`config.mk`:
```
export PLATFORM = sky130hd
export DESIGN_NAME = dl_addr_gen
export DESIGN_NICKNAME = d
export VERILOG_FILES = /design/src/rtl/dl_pkg.sv /design/src/rtl/dl_write_ptr.sv /design/src/rtl/dl_tap_calc.sv /design/src/rtl/dl_tap_seq.sv /design/src/rtl/dl_addr_gen.sv
export SDC_FILE = /design/constraint.sdc
export NUM_CORES = 1
export LEC_CHECK = 0
export CAP_MARGIN = 10
export CORE_MARGIN = 3
export CORE_UTILIZATION = 41
export CTS_BUF_LIST = sky130_fd_sc_hd__clkbuf_4
export DETAILED_ROUTE_END_ITERATION = 7
export HOLD_SLACK_MARGIN = 0.08
export PLACE_DENSITY = 0.69
export SYNTH_ARGS = -nofsm -noshare
export SYNTH_HDL_FRONTEND = slang
export SYNTH_SLANG_ARGS = --single-unit
```
`constraint.sdc`:
```
create_clock -name clk -period 14 [get_ports clk]
set_input_delay 2.8 -clock clk [delete_from_list [all_inputs] [get_ports clk]]
set_output_delay 2.8 -clock clk [all_outputs]
set_load 0.05 [all_outputs]
```
`src/rtl/dl_pkg.sv`:
```
package dl_pkg;

    typedef enum logic [0:0] {
        SEQ_IDLE = 1'b0,
        SEQ_RUN  = 1'b1
    } seq_state_e;

    // Largest delay in samples for a given field width and step size
    function automatic int max_delay_samples(input int delay_w, input int step);
        return ((1 << delay_w) - 1) * step;
    endfunction

endpackage

```
`src/rtl/dl_write_ptr.sv`:
```
module dl_write_ptr #(
    parameter int ADDR_W   = 32,
    parameter int FILL_W   = 16,
    parameter int FILL_MAX = 60960
) (
    input  logic              clk,
    input  logic              rst_n,
    input  logic              wr_inc,
    input  logic [ADDR_W-1:0] base_addr,
    input  logic [ADDR_W-1:0] buf_len,
    output logic [ADDR_W-1:0] wr_addr,
    output logic [FILL_W-1:0] fill_cnt
);

    localparam logic [ADDR_W-1:0] WORD_BYTES = ADDR_W'(4);
    localparam logic [FILL_W-1:0] FILL_SAT   = FILL_W'(FILL_MAX);

    logic [ADDR_W-1:0] wp_q;
    logic [FILL_W-1:0] fill_q;
    logic [ADDR_W-1:0] last_addr;
    logic              at_last;

    assign last_addr = base_addr + buf_len - WORD_BYTES;
    assign at_last   = (wp_q == last_addr);

    always_ff @(posedge clk) begin
        if (!rst_n) begin
            wp_q   <= base_addr;
            fill_q <= '0;
        end else if (wr_inc) begin
            wp_q <= at_last ? base_addr : wp_q + WORD_BYTES;
            if (fill_q != FILL_SAT) begin
                fill_q <= fill_q + FILL_W'(1);
            end
        end
    end

    assign wr_addr  = wp_q;
    assign fill_cnt = fill_q;


    wr_step_chk: assert property (@(posedge clk) disable iff (!rst_n)
        (wr_inc && wr_addr != last_addr) |=> wr_addr == $past(wr_addr) + WORD_BYTES);


    wr_hold_chk: assert property (@(posedge clk) disable iff (!rst_n)
        !wr_inc |=> $stable(wr_addr));


    wr_wrap_chk: assert property (@(posedge clk) disable iff (!rst_n)
        (wr_inc && wr_addr == last_addr) |=> wr_addr == $past(base_addr));


    wr_range_chk: assert property (@(posedge clk) disable iff (!rst_n)
        ((wr_addr - base_addr) < buf_len) && (wr_addr[1:0] == base_addr[1:0]));

endmodule

```
`src/rtl/dl_tap_calc.sv`:
```
module dl_tap_calc #(
    parameter int ADDR_W       = 32,
    parameter int FILL_W       = 16,
    parameter int DELAY_W      = 7,
    parameter int STEP_SAMPLES = 480
) (
    input  logic [ADDR_W-1:0]  wp,
    input  logic [FILL_W-1:0]  fill,
    input  logic [ADDR_W-1:0]  base,
    input  logic [ADDR_W-1:0]  len,
    input  logic [DELAY_W-1:0] delay,
    output logic [ADDR_W-1:0]  tap
);

    logic [FILL_W-1:0] need_samples;
    logic [ADDR_W-1:0] off_bytes;
    logic [ADDR_W-1:0] rel;
    logic              primed;

    always_comb begin
        need_samples = FILL_W'(delay) * FILL_W'(STEP_SAMPLES);
        off_bytes    = ADDR_W'(need_samples) << 2;
        rel          = wp - base;
        primed       = (fill >= need_samples);
        if (!primed) begin
            tap = wp;
        end else if (rel >= off_bytes) begin
            tap = wp - off_bytes;
        end else begin
            tap = wp + len - off_bytes;
        end
    end

endmodule

```
`src/rtl/dl_tap_seq.sv`:
```
module dl_tap_seq
    import dl_pkg::*;
#(
    parameter int ADDR_W       = 32,
    parameter int NUM_TAPS     = 2,
    parameter int DELAY_W      = 7,
    parameter int FILL_W       = 16,
    parameter int STEP_SAMPLES = 480
) (
    input  logic                         clk,
    input  logic                         rst_n,
    input  logic                         rd_inc,
    input  logic [ADDR_W-1:0]            wr_addr,
    input  logic [FILL_W-1:0]            fill_cnt,
    input  logic [ADDR_W-1:0]            base_addr,
    input  logic [ADDR_W-1:0]            buf_len,
    input  logic [NUM_TAPS*DELAY_W-1:0]  tap_delay,
    output logic [NUM_TAPS*ADDR_W-1:0]   tap_addr
);

    localparam int IDX_W = (NUM_TAPS > 1) ? $clog2(NUM_TAPS) : 1;
    localparam logic [IDX_W-1:0] LAST_IDX = IDX_W'(NUM_TAPS - 1);

    seq_state_e state_q, state_d;

    logic [IDX_W-1:0]                      idx_q;
    logic [ADDR_W-1:0]                     wp_snap;
    logic [FILL_W-1:0]                     fill_snap;
    logic [ADDR_W-1:0]                     base_snap;
    logic [ADDR_W-1:0]                     len_snap;
    logic [NUM_TAPS-1:0][DELAY_W-1:0]      dly_snap;
    logic [NUM_TAPS-1:0][ADDR_W-1:0]       tap_q;
    logic [ADDR_W-1:0]                     calc_tap;

    // State register
    always_ff @(posedge clk) begin
        if (!rst_n) begin
            state_q <= SEQ_IDLE;
        end else begin
            state_q <= state_d;
        end
    end

    always_comb begin
        state_d = state_q;
        unique case (state_q)
            SEQ_IDLE: if (rd_inc)             state_d = SEQ_RUN;
            SEQ_RUN:  if (idx_q == LAST_IDX)  state_d = SEQ_IDLE;
            default:                          state_d = SEQ_IDLE;
        endcase
    end

    // One address calculator shared by all taps
    dl_tap_calc #(
        .ADDR_W       (ADDR_W),
        .FILL_W       (FILL_W),
        .DELAY_W      (DELAY_W),
        .STEP_SAMPLES (STEP_SAMPLES)
    ) u_calc (
        .wp    (wp_snap),
        .fill  (fill_snap),
        .base  (base_snap),
        .len   (len_snap),
        .delay (dly_snap[idx_q]),
        .tap   (calc_tap)
    );

    // Datapath and outputs
    always_ff @(posedge clk) begin
        if (!rst_n) begin
            idx_q     <= '0;
            wp_snap   <= base_addr;
            fill_snap <= '0;
            base_snap <= base_addr;
            len_snap  <= buf_len;
            dly_snap  <= '0;
            for (int k = 0; k < NUM_TAPS; k++) begin
                tap_q[k] <= base_addr;
            end
        end else begin
            unique case (state_q)
                SEQ_IDLE: begin
                    if (rd_inc) begin
                        idx_q     <= '0;
                        wp_snap   <= wr_addr;
                        fill_snap <= fill_cnt;
                        base_snap <= base_addr;
                        len_snap  <= buf_len;
                        dly_snap  <= tap_delay;
                    end
                end
                SEQ_RUN: begin
                    tap_q[idx_q] <= calc_tap;
                    if (idx_q != LAST_IDX) begin
                        idx_q <= idx_q + IDX_W'(1);
                    end
                end
                default: ;
            endcase
        end
    end

    assign tap_addr = tap_q;


    seq_start_chk: assert property (@(posedge clk) disable iff (!rst_n)
        (state_q == SEQ_IDLE && rd_inc) |=> (state_q == SEQ_RUN && idx_q == '0));


    seq_step_chk: assert property (@(posedge clk) disable iff (!rst_n)
        (state_q == SEQ_RUN && idx_q != LAST_IDX)
            |=> (state_q == SEQ_RUN && idx_q == $past(idx_q) + IDX_W'(1)));


    seq_ignore_chk: assert property (@(posedge clk) disable iff (!rst_n)
        (state_q == SEQ_RUN) |=> $stable(dly_snap));


    tap_hold_chk: assert property (@(posedge clk) disable iff (!rst_n)
        (state_q == SEQ_IDLE) |=> $stable(tap_addr));


    tap_range_chk: assert property (@(posedge clk) disable iff (!rst_n)
        (state_q == SEQ_RUN)
            |-> (((calc_tap - base_snap) < len_snap) && (calc_tap[1:0] == base_snap[1:0])));

endmodule

```
`src/rtl/dl_addr_gen.sv`:
```
module dl_addr_gen
    import dl_pkg::*;
#(
    parameter int ADDR_W       = 32,
    parameter int NUM_TAPS     = 2,
    parameter int DELAY_W      = 7,
    parameter int STEP_SAMPLES = 480
) (
    input  logic                         clk,
    input  logic                         rst_n,
    input  logic                         wr_inc,
    input  logic                         rd_inc,
    input  logic [ADDR_W-1:0]            base_addr,
    input  logic [ADDR_W-1:0]            buf_len,
    input  logic [NUM_TAPS*DELAY_W-1:0]  tap_delay,
    output logic [ADDR_W-1:0]            wr_addr,
    output logic [NUM_TAPS*ADDR_W-1:0]   tap_addr
);

    localparam int FILL_MAX = max_delay_samples(DELAY_W, STEP_SAMPLES);
    localparam int FILL_W   = $clog2(FILL_MAX + 1);

    logic [FILL_W-1:0] fill_cnt;

    dl_write_ptr #(
        .ADDR_W   (ADDR_W),
        .FILL_W   (FILL_W),
        .FILL_MAX (FILL_MAX)
    ) u_wptr (
        .clk       (clk),
        .rst_n     (rst_n),
        .wr_inc    (wr_inc),
        .base_addr (base_addr),
        .buf_len   (buf_len),
        .wr_addr   (wr_addr),
        .fill_cnt  (fill_cnt)
    );

    dl_tap_seq #(
        .ADDR_W       (ADDR_W),
        .NUM_TAPS     (NUM_TAPS),
        .DELAY_W      (DELAY_W),
        .FILL_W       (FILL_W),
        .STEP_SAMPLES (STEP_SAMPLES)
    ) u_taps (
        .clk       (clk),
        .rst_n     (rst_n),
        .rd_inc    (rd_inc),
        .wr_addr   (wr_addr),
        .fill_cnt  (fill_cnt),
        .base_addr (base_addr),
        .buf_len   (buf_len),
        .tap_delay (tap_delay),
        .tap_addr  (tap_addr)
    );


    rst_state_chk: assert property (@(posedge clk)
        !rst_n |=> (wr_addr == $past(base_addr)));

endmodule

```
# == Word level (Yosys, flattened, before mapping) ==
# Cells that the tools add are included.
# W data, S select, Z words.
# word_totals
regBits,240
output_inout_bits,96
wordCells,65
# op_classes
add_sub_neg,9
mul,1
order_cmp,4
eq_ne,7
mux,27
bitwise,1
reduce_logical,4
# op_table
cell,n
$mux W32,15
$mux W64,2
$add A32 B32 Y32,2
$bwmux W64,1
$sub A32 B18 Y32,2
$add A32 B3 Y32 const B,1
$demux W32 S1,1
$eq A32 B32 Y1,1
$ge A32 B18 Y1,1
$sub A32 B3 Y32 const B,1
$sub A32 B32 Y32,1
$add A16 B1 Y16 const B,1
$ge A16 B16 Y1,1
$ne A16 B16 Y1 const B,1
$mux W7,2
$mul A7 B4 Y11 const B,1
$ne A2 B1 Y1 const B,3
$reduce_and A2 Y1,3
$mux W1,4
$ne A2 B2 Y1 const B,2
$pmux W1 S2,2
$lt A1 B2 Y1 const B,1
$add A1 B1 Y1 const B,1
$ge A1 B1 Y1 const B,1
2 further kinds,2

# == Logic depth before layout (Yosys ltp) ==
# logic_depth
depth_word,9
mapped_depth,27
ltp_nobuf,26

# == By module ==
# A second synthesis with hierarchy kept.
# unflattened
cells_unflattened,2104
hier_area_um2,19612.6
# modules_own_cells
mod,n_inst,cells_per_inst,area_each_um2,seq_area_each_um2
dl_tap_seq,1,456,7262.0,5445.2
dl_tap_calc,1,936,6565.0,0.0
dl_write_ptr,1,712,5785.5,1281.2

# == Worst setup path after synthesis ==
# No wires, ideal clock.
# synth_timing
path_kind,register to register
startpoint,register u_taps.idx_q
endpoint,"register u_taps.tap_q, in the netlist u_taps.tap_addr[48], data pin"
setup_ps,259
arrival_ps,6453
required_time_ps,13741
path_slack_ps,7288
stages_incl_launch_ff,25
path_buffers,1
period_less_slack_ps,6712
cell_sequence,dfxtp_1 buf_1 mux2i_1 fa_1 fa_1 inv_1 ha_1 o21a_1 o31a_1 o221ai_2 nand2b_1 a21oi_1 xor2_1 ha_1 nand4_1 nor3_1 a2111oi_0 o2111ai_1 a221oi_2 nand2_1 a311oi_1 nand4_1 nor3b_4 mux2_2 a211o_1
# synth_via
elab_chain_len,9
# synth_rtl
item,line_no,text
from (decl),dl_tap_seq.sv:26,logic [IDX_W-1:0] idx_q;
from (signal assigned),dl_tap_seq.sv:95,idx_q <= idx_q + IDX_W'(1);
$mux W7 (not written as such) (2 in a row),dl_tap_seq.sv:64,".delay (dly_snap[idx_q]),"
$mul A7 B4 Y11,dl_tap_calc.sv:21,need_samples = FILL_W'(delay) * FILL_W'(STEP_SAMPLES);
"$sub A32 B18 Y32, or another cell as far along",dl_tap_calc.sv:30,tap = wp + len - off_bytes;
$mux W32,dl_tap_calc.sv:27,end else if (rel >= off_bytes) begin
$mux W32,dl_tap_calc.sv:25,if (!primed) begin
$bwmux W64 (*),dl_tap_seq.sv:93,tap_q[idx_q] <= calc_tap;
$mux W64 (*),dl_tap_seq.sv:81,unique case (state_q)
$mux W64 (*),dl_tap_seq.sv:70,if (!rst_n) begin
"to (signal, indexed assignment)",dl_tap_seq.sv:78,tap_q[k] <= base_addr;
"to (signal, indexed assignment)",dl_tap_seq.sv:93,
to (decl),dl_tap_seq.sv:32,logic [NUM_TAPS-1:0][ADDR_W-1:0] tap_q;
# Mark *: on every way between the ends. The rest lies on a longest branch, timed or not. The select of a mux whose other input is x is not followed.
# A chain may end at the register's enable or synchronous reset.

# == Worst setup path in the final report ==
# layout_timing
startpoint,register u_taps.idx_q
endpoint,"register u_taps.tap_q, in the netlist u_taps.tap_addr[10], data pin"
# Same word-level chain as after synthesis.

==> impl_metrics.env <==
export IMPL_outcome="completed"
export IMPL_drt_iter0_markers=1395
export IMPL_setup_tns_ns=0
export IMPL_tightest_slew_ns=1.23
export IMPL_start_kind="flop"
export IMPL_dr_pass1_iters=6
export IMPL_dieArea_sq_um=51300
export IMPL_crit_type="reg2reg"
export IMPL_cts_tree="built"
export IMPL_multiInputGateArea_sq_um=11800
export IMPL_rsz0062_at_grt="no"
export IMPL_setup_violations=0
export IMPL_synth_fp_nets=2540
export IMPL_synth_seq_cells=240
export IMPL_ir_worst_vdd_uv=52.0
export IMPL_final_fill_count=4540
export IMPL_gr_total_overflow=0
export IMPL_vias_per_cell=5.75
export IMPL_num_vias=17739
export IMPL_crit_path_max_fanout=20
export IMPL_post_cts_buffers=0
export IMPL_antenna_found_initial=2
export IMPL_switching_share_pct=42.3
export IMPL_synth_seq_area_share_pct=33.7
export IMPL_yosysTopAreaCell="edfxtp_1"
export IMPL_die_x_um=227
export IMPL_pre_cts_slack_ns=5.71
export IMPL_powerDensity_nw_per_um2=126
export IMPL_ff_latch_area_sq_um=6730
export IMPL_synth_warnings=0
export IMPL_hold_path_class="reg2reg"
export IMPL_detailed_place_hpwl_um=52900
export IMPL_power_frac_comb_pct=46.9
export IMPL_drcViolationCount=0
export IMPL_ios=178
export IMPL_crit_required_ns=14.52
export IMPL_gp_congestion=0.966
export IMPL_cts_sinks=240
export IMPL_arrival_ns=8.82
export IMPL_drive_above_1_share_pct=6.82
export IMPL_drv_slew=0
export IMPL_cts_htree_levels=3
export IMPL_cap_violations=0
export IMPL_core_sq_um=47900
export IMPL_grt_pass1_wl_um=101000
export IMPL_final_area_sq_um=23100
export IMPL_finalHoldViolations=0
export IMPL_synthesis_area_sq_um=19900
export IMPL_dieHeight_um=227
export IMPL_grt_usage_pct=25.7
export IMPL_setup_ws_ns=5.70
export IMPL_clkTransAtPathRegs_ns=0.06
export IMPL_postRouteAntennaNets=0
export IMPL_num_nets_final=2723
export IMPL_clockBufferDepth=3
export IMPL_p_int_uw=1670
export IMPL_slew_limit_headroom_pct=17.6
export IMPL_grt_pass1_vias=17393
export IMPL_max_clock_freq_mhz=121
export IMPL_whs_ns=0.468
export IMPL_yosysUniqueCellTypes=92
export IMPL_slowest_delay_ns=0.74
export IMPL_netlist_area_leader_share_pct=28.9
export IMPL_yosys_top_cells_area="edfxtp_1 29%, ha_1 12%, inv_1 5.4%"
export IMPL_synth_edff_count=192
export IMPL_cts_resized=0
export IMPL_routedWlPerCell_um=21.5
export IMPL_switching_power_uw=1230
export IMPL_cpMaxStageDelayCell="dfxtp_1"
export IMPL_num_rows=80
export IMPL_numCtsBuffers=66
export IMPL_p_leak_uw=0.00981
export IMPL_fin_skew_ns=0.0669
export IMPL_grt_max_degree=78
export IMPL_port_buffers=177
export IMPL_holdBufCountCts=0
export IMPL_avgSynthCellArea_sq_um=8.89
export IMPL_clock_root_buffer="clkbuf_4"
export IMPL_seqPwrFrac_pct=31.6
export IMPL_synth_flop_cell="edfxtp_1"
export IMPL_synth_cells=2243
export IMPL_final_min_clock_period_ns=8.30
export IMPL_clk_latency_ns=0.81
export IMPL_placed_area_sq_um=22300
export IMPL_syn2layout_area_growth_pct=15.8
export IMPL_crit_chain="mux2i_1 -> fa_1 -> fa_1 -> inv_1 -> ha_1 -> o21a_1 -> o31a_1 -> o221ai_2 -> nand2b_1 -> a21oi_1 -> xor2_1 -> ha_1 -> nand4_1 -> nor3_1 -> a2111oi_0 -> o2111ai_1 -> a221oi_2 -> o211ai_1 -> nor4_4 -> and4b_1 -> nand2_1 -> mux2i_1 -> a221o_1"
export IMPL_fin_crit_sh_pct=59.3
export IMPL_initial_core_util_pct=41.6
export IMPL_cp_end_kind="flop"
export IMPL_async_flop_share_pct=0
export IMPL_wl_um=66400
export IMPL_p_clk_share_pct=21.5
==> sequential cells by signal (all words and copies together) (netlist names) <==
| signal | flops |
|---|---|
| u_taps.base_snap | 32 |
| u_taps.idx_q | 1 |
| u_taps.dly_snap | 14 |
| u_wptr.fill_cnt | 16 |
| u_wptr.wr_addr | 32 |
| u_taps.tap_addr | 64 |
| u_taps.len_snap | 32 |
| u_taps.fill_snap | 16 |
| u_taps.state_q | 1 |
| u_taps.wp_snap | 32 |
==> per-layer routing <==
layer / GRT usage, % / routed length [um]
met1: 34.0 / 27900
met2: 41.8 / 30700
met3: 5.48 / 5530
met4: 9.27 / 2230
met5: 0 / 0
==> cell usage after synthesis, drive strengths merged (32+ instances only) <==
cell type  number
xor2           63
dfxtp          48
ha            191
nand3          68
nand4          32
edfxtp        192
a21oi         129
nor3           39
inv           286
xnor2          79
a21boi         41
nand2b         37
nand2         227
clkbuf         52
o21ai         106
mux2i          57
nor2          131
a21o           45
a31oi          33
==> power by group through the flow <==
stage                     clock network [uW]  logic (uW)  registers, uW
after floorplan                            0         859           1000
after global placement                     0        1320            927
after detailed placement                   0        1330            929
after CTS                                642        1340            915
after global routing                     681        1480            922
final                                    625        1360            916
==> area by class of cell <==
type                    count  area share [%]
multi-input cells        1640            51.3
flip-flops and latches    240            29.1
repair buffers            192            8.15
inverters                 286            4.65
well taps                 615            3.33
clock buffers              86            2.80
clock inverters            19           0.607
diodes                      7          0.0758
==> placed cells by master, fill, tap and decap left out, drive strengths merged, types with 15 or more instances in the layout <==
cell,Yosys,routed
inv,286,288
nand2,227,227
edfxtp,192,192
ha,191,191
clkdlybuf4s50,0,176
nor2,131,131
a21oi,129,129
o21ai,106,106
clkbuf,52,86
xnor2,79,79
nand3,68,68
xor2,63,63
mux2i,57,57
dfxtp,48,48
a21o,45,45
a21boi,41,41
nor3,39,39
nand2b,37,37
a31oi,33,33
nand4,32,32
and3,25,25
and2,25,25
o21a,25,25
fa,24,24
o211ai,19,19
nor2b,18,18
a211oi,17,17
buf,25,16
or3,15,15
nor4,15,15
o31ai,15,15
==> logic make-up after synthesis <==
logic type	Yosys count	synth area share [%]
compound gates	544	18.6
xor+xnor	142	6.23
fa+ha+maj	216	14.4
buf+inv	363	7.11
flops	240	33.7
mux	69	3.54
simple gates	669	16.4
==> through the flow <==
stage	utilization, %	total power, uW	cells
after CTS	48.1	2900	3078
final	48.2	2900	3085
after global routing	48.2	3080	3085
after detailed placement	46.5	2260	2973
after global placement	46.5	2240	2973
after floorplan	-	1860	2243
==> path summary, 6_finish.rpt <==
check / start / cells past startpoint / to / slack [ns]
min: u_taps.fill_snap[0]$_SDFFE_PN0P_ / 2 / u_taps.fill_snap[0]$_SDFFE_PN0P_ / 0.47
max reg2reg: u_taps.idx_q$_SDFFE_PN0P_ / 23 / u_taps.tap_addr[10]$_DFFE_PP_ / 5.70
max: u_taps.idx_q$_SDFFE_PN0P_ / 23 / u_taps.tap_addr[10]$_DFFE_PP_ / 5.70
min reg2reg: u_taps.fill_snap[0]$_SDFFE_PN0P_ / 2 / u_taps.fill_snap[0]$_SDFFE_PN0P_ / 0.47
==> critical path: cells and delay by family (launching register included) <==
family,cells,cell delay [ns]
buffers and inverters,1,0.05
adder cells (fa/ha/maj),4,1.74
AND/OR/NAND/NOR,6,1.72
flip-flops,1,0.74
XOR/XNOR,1,0.54
multiplexers,2,1.03
AO/OA/AOI/OAI,9,2.21
(Power assumes the default switching activity.)
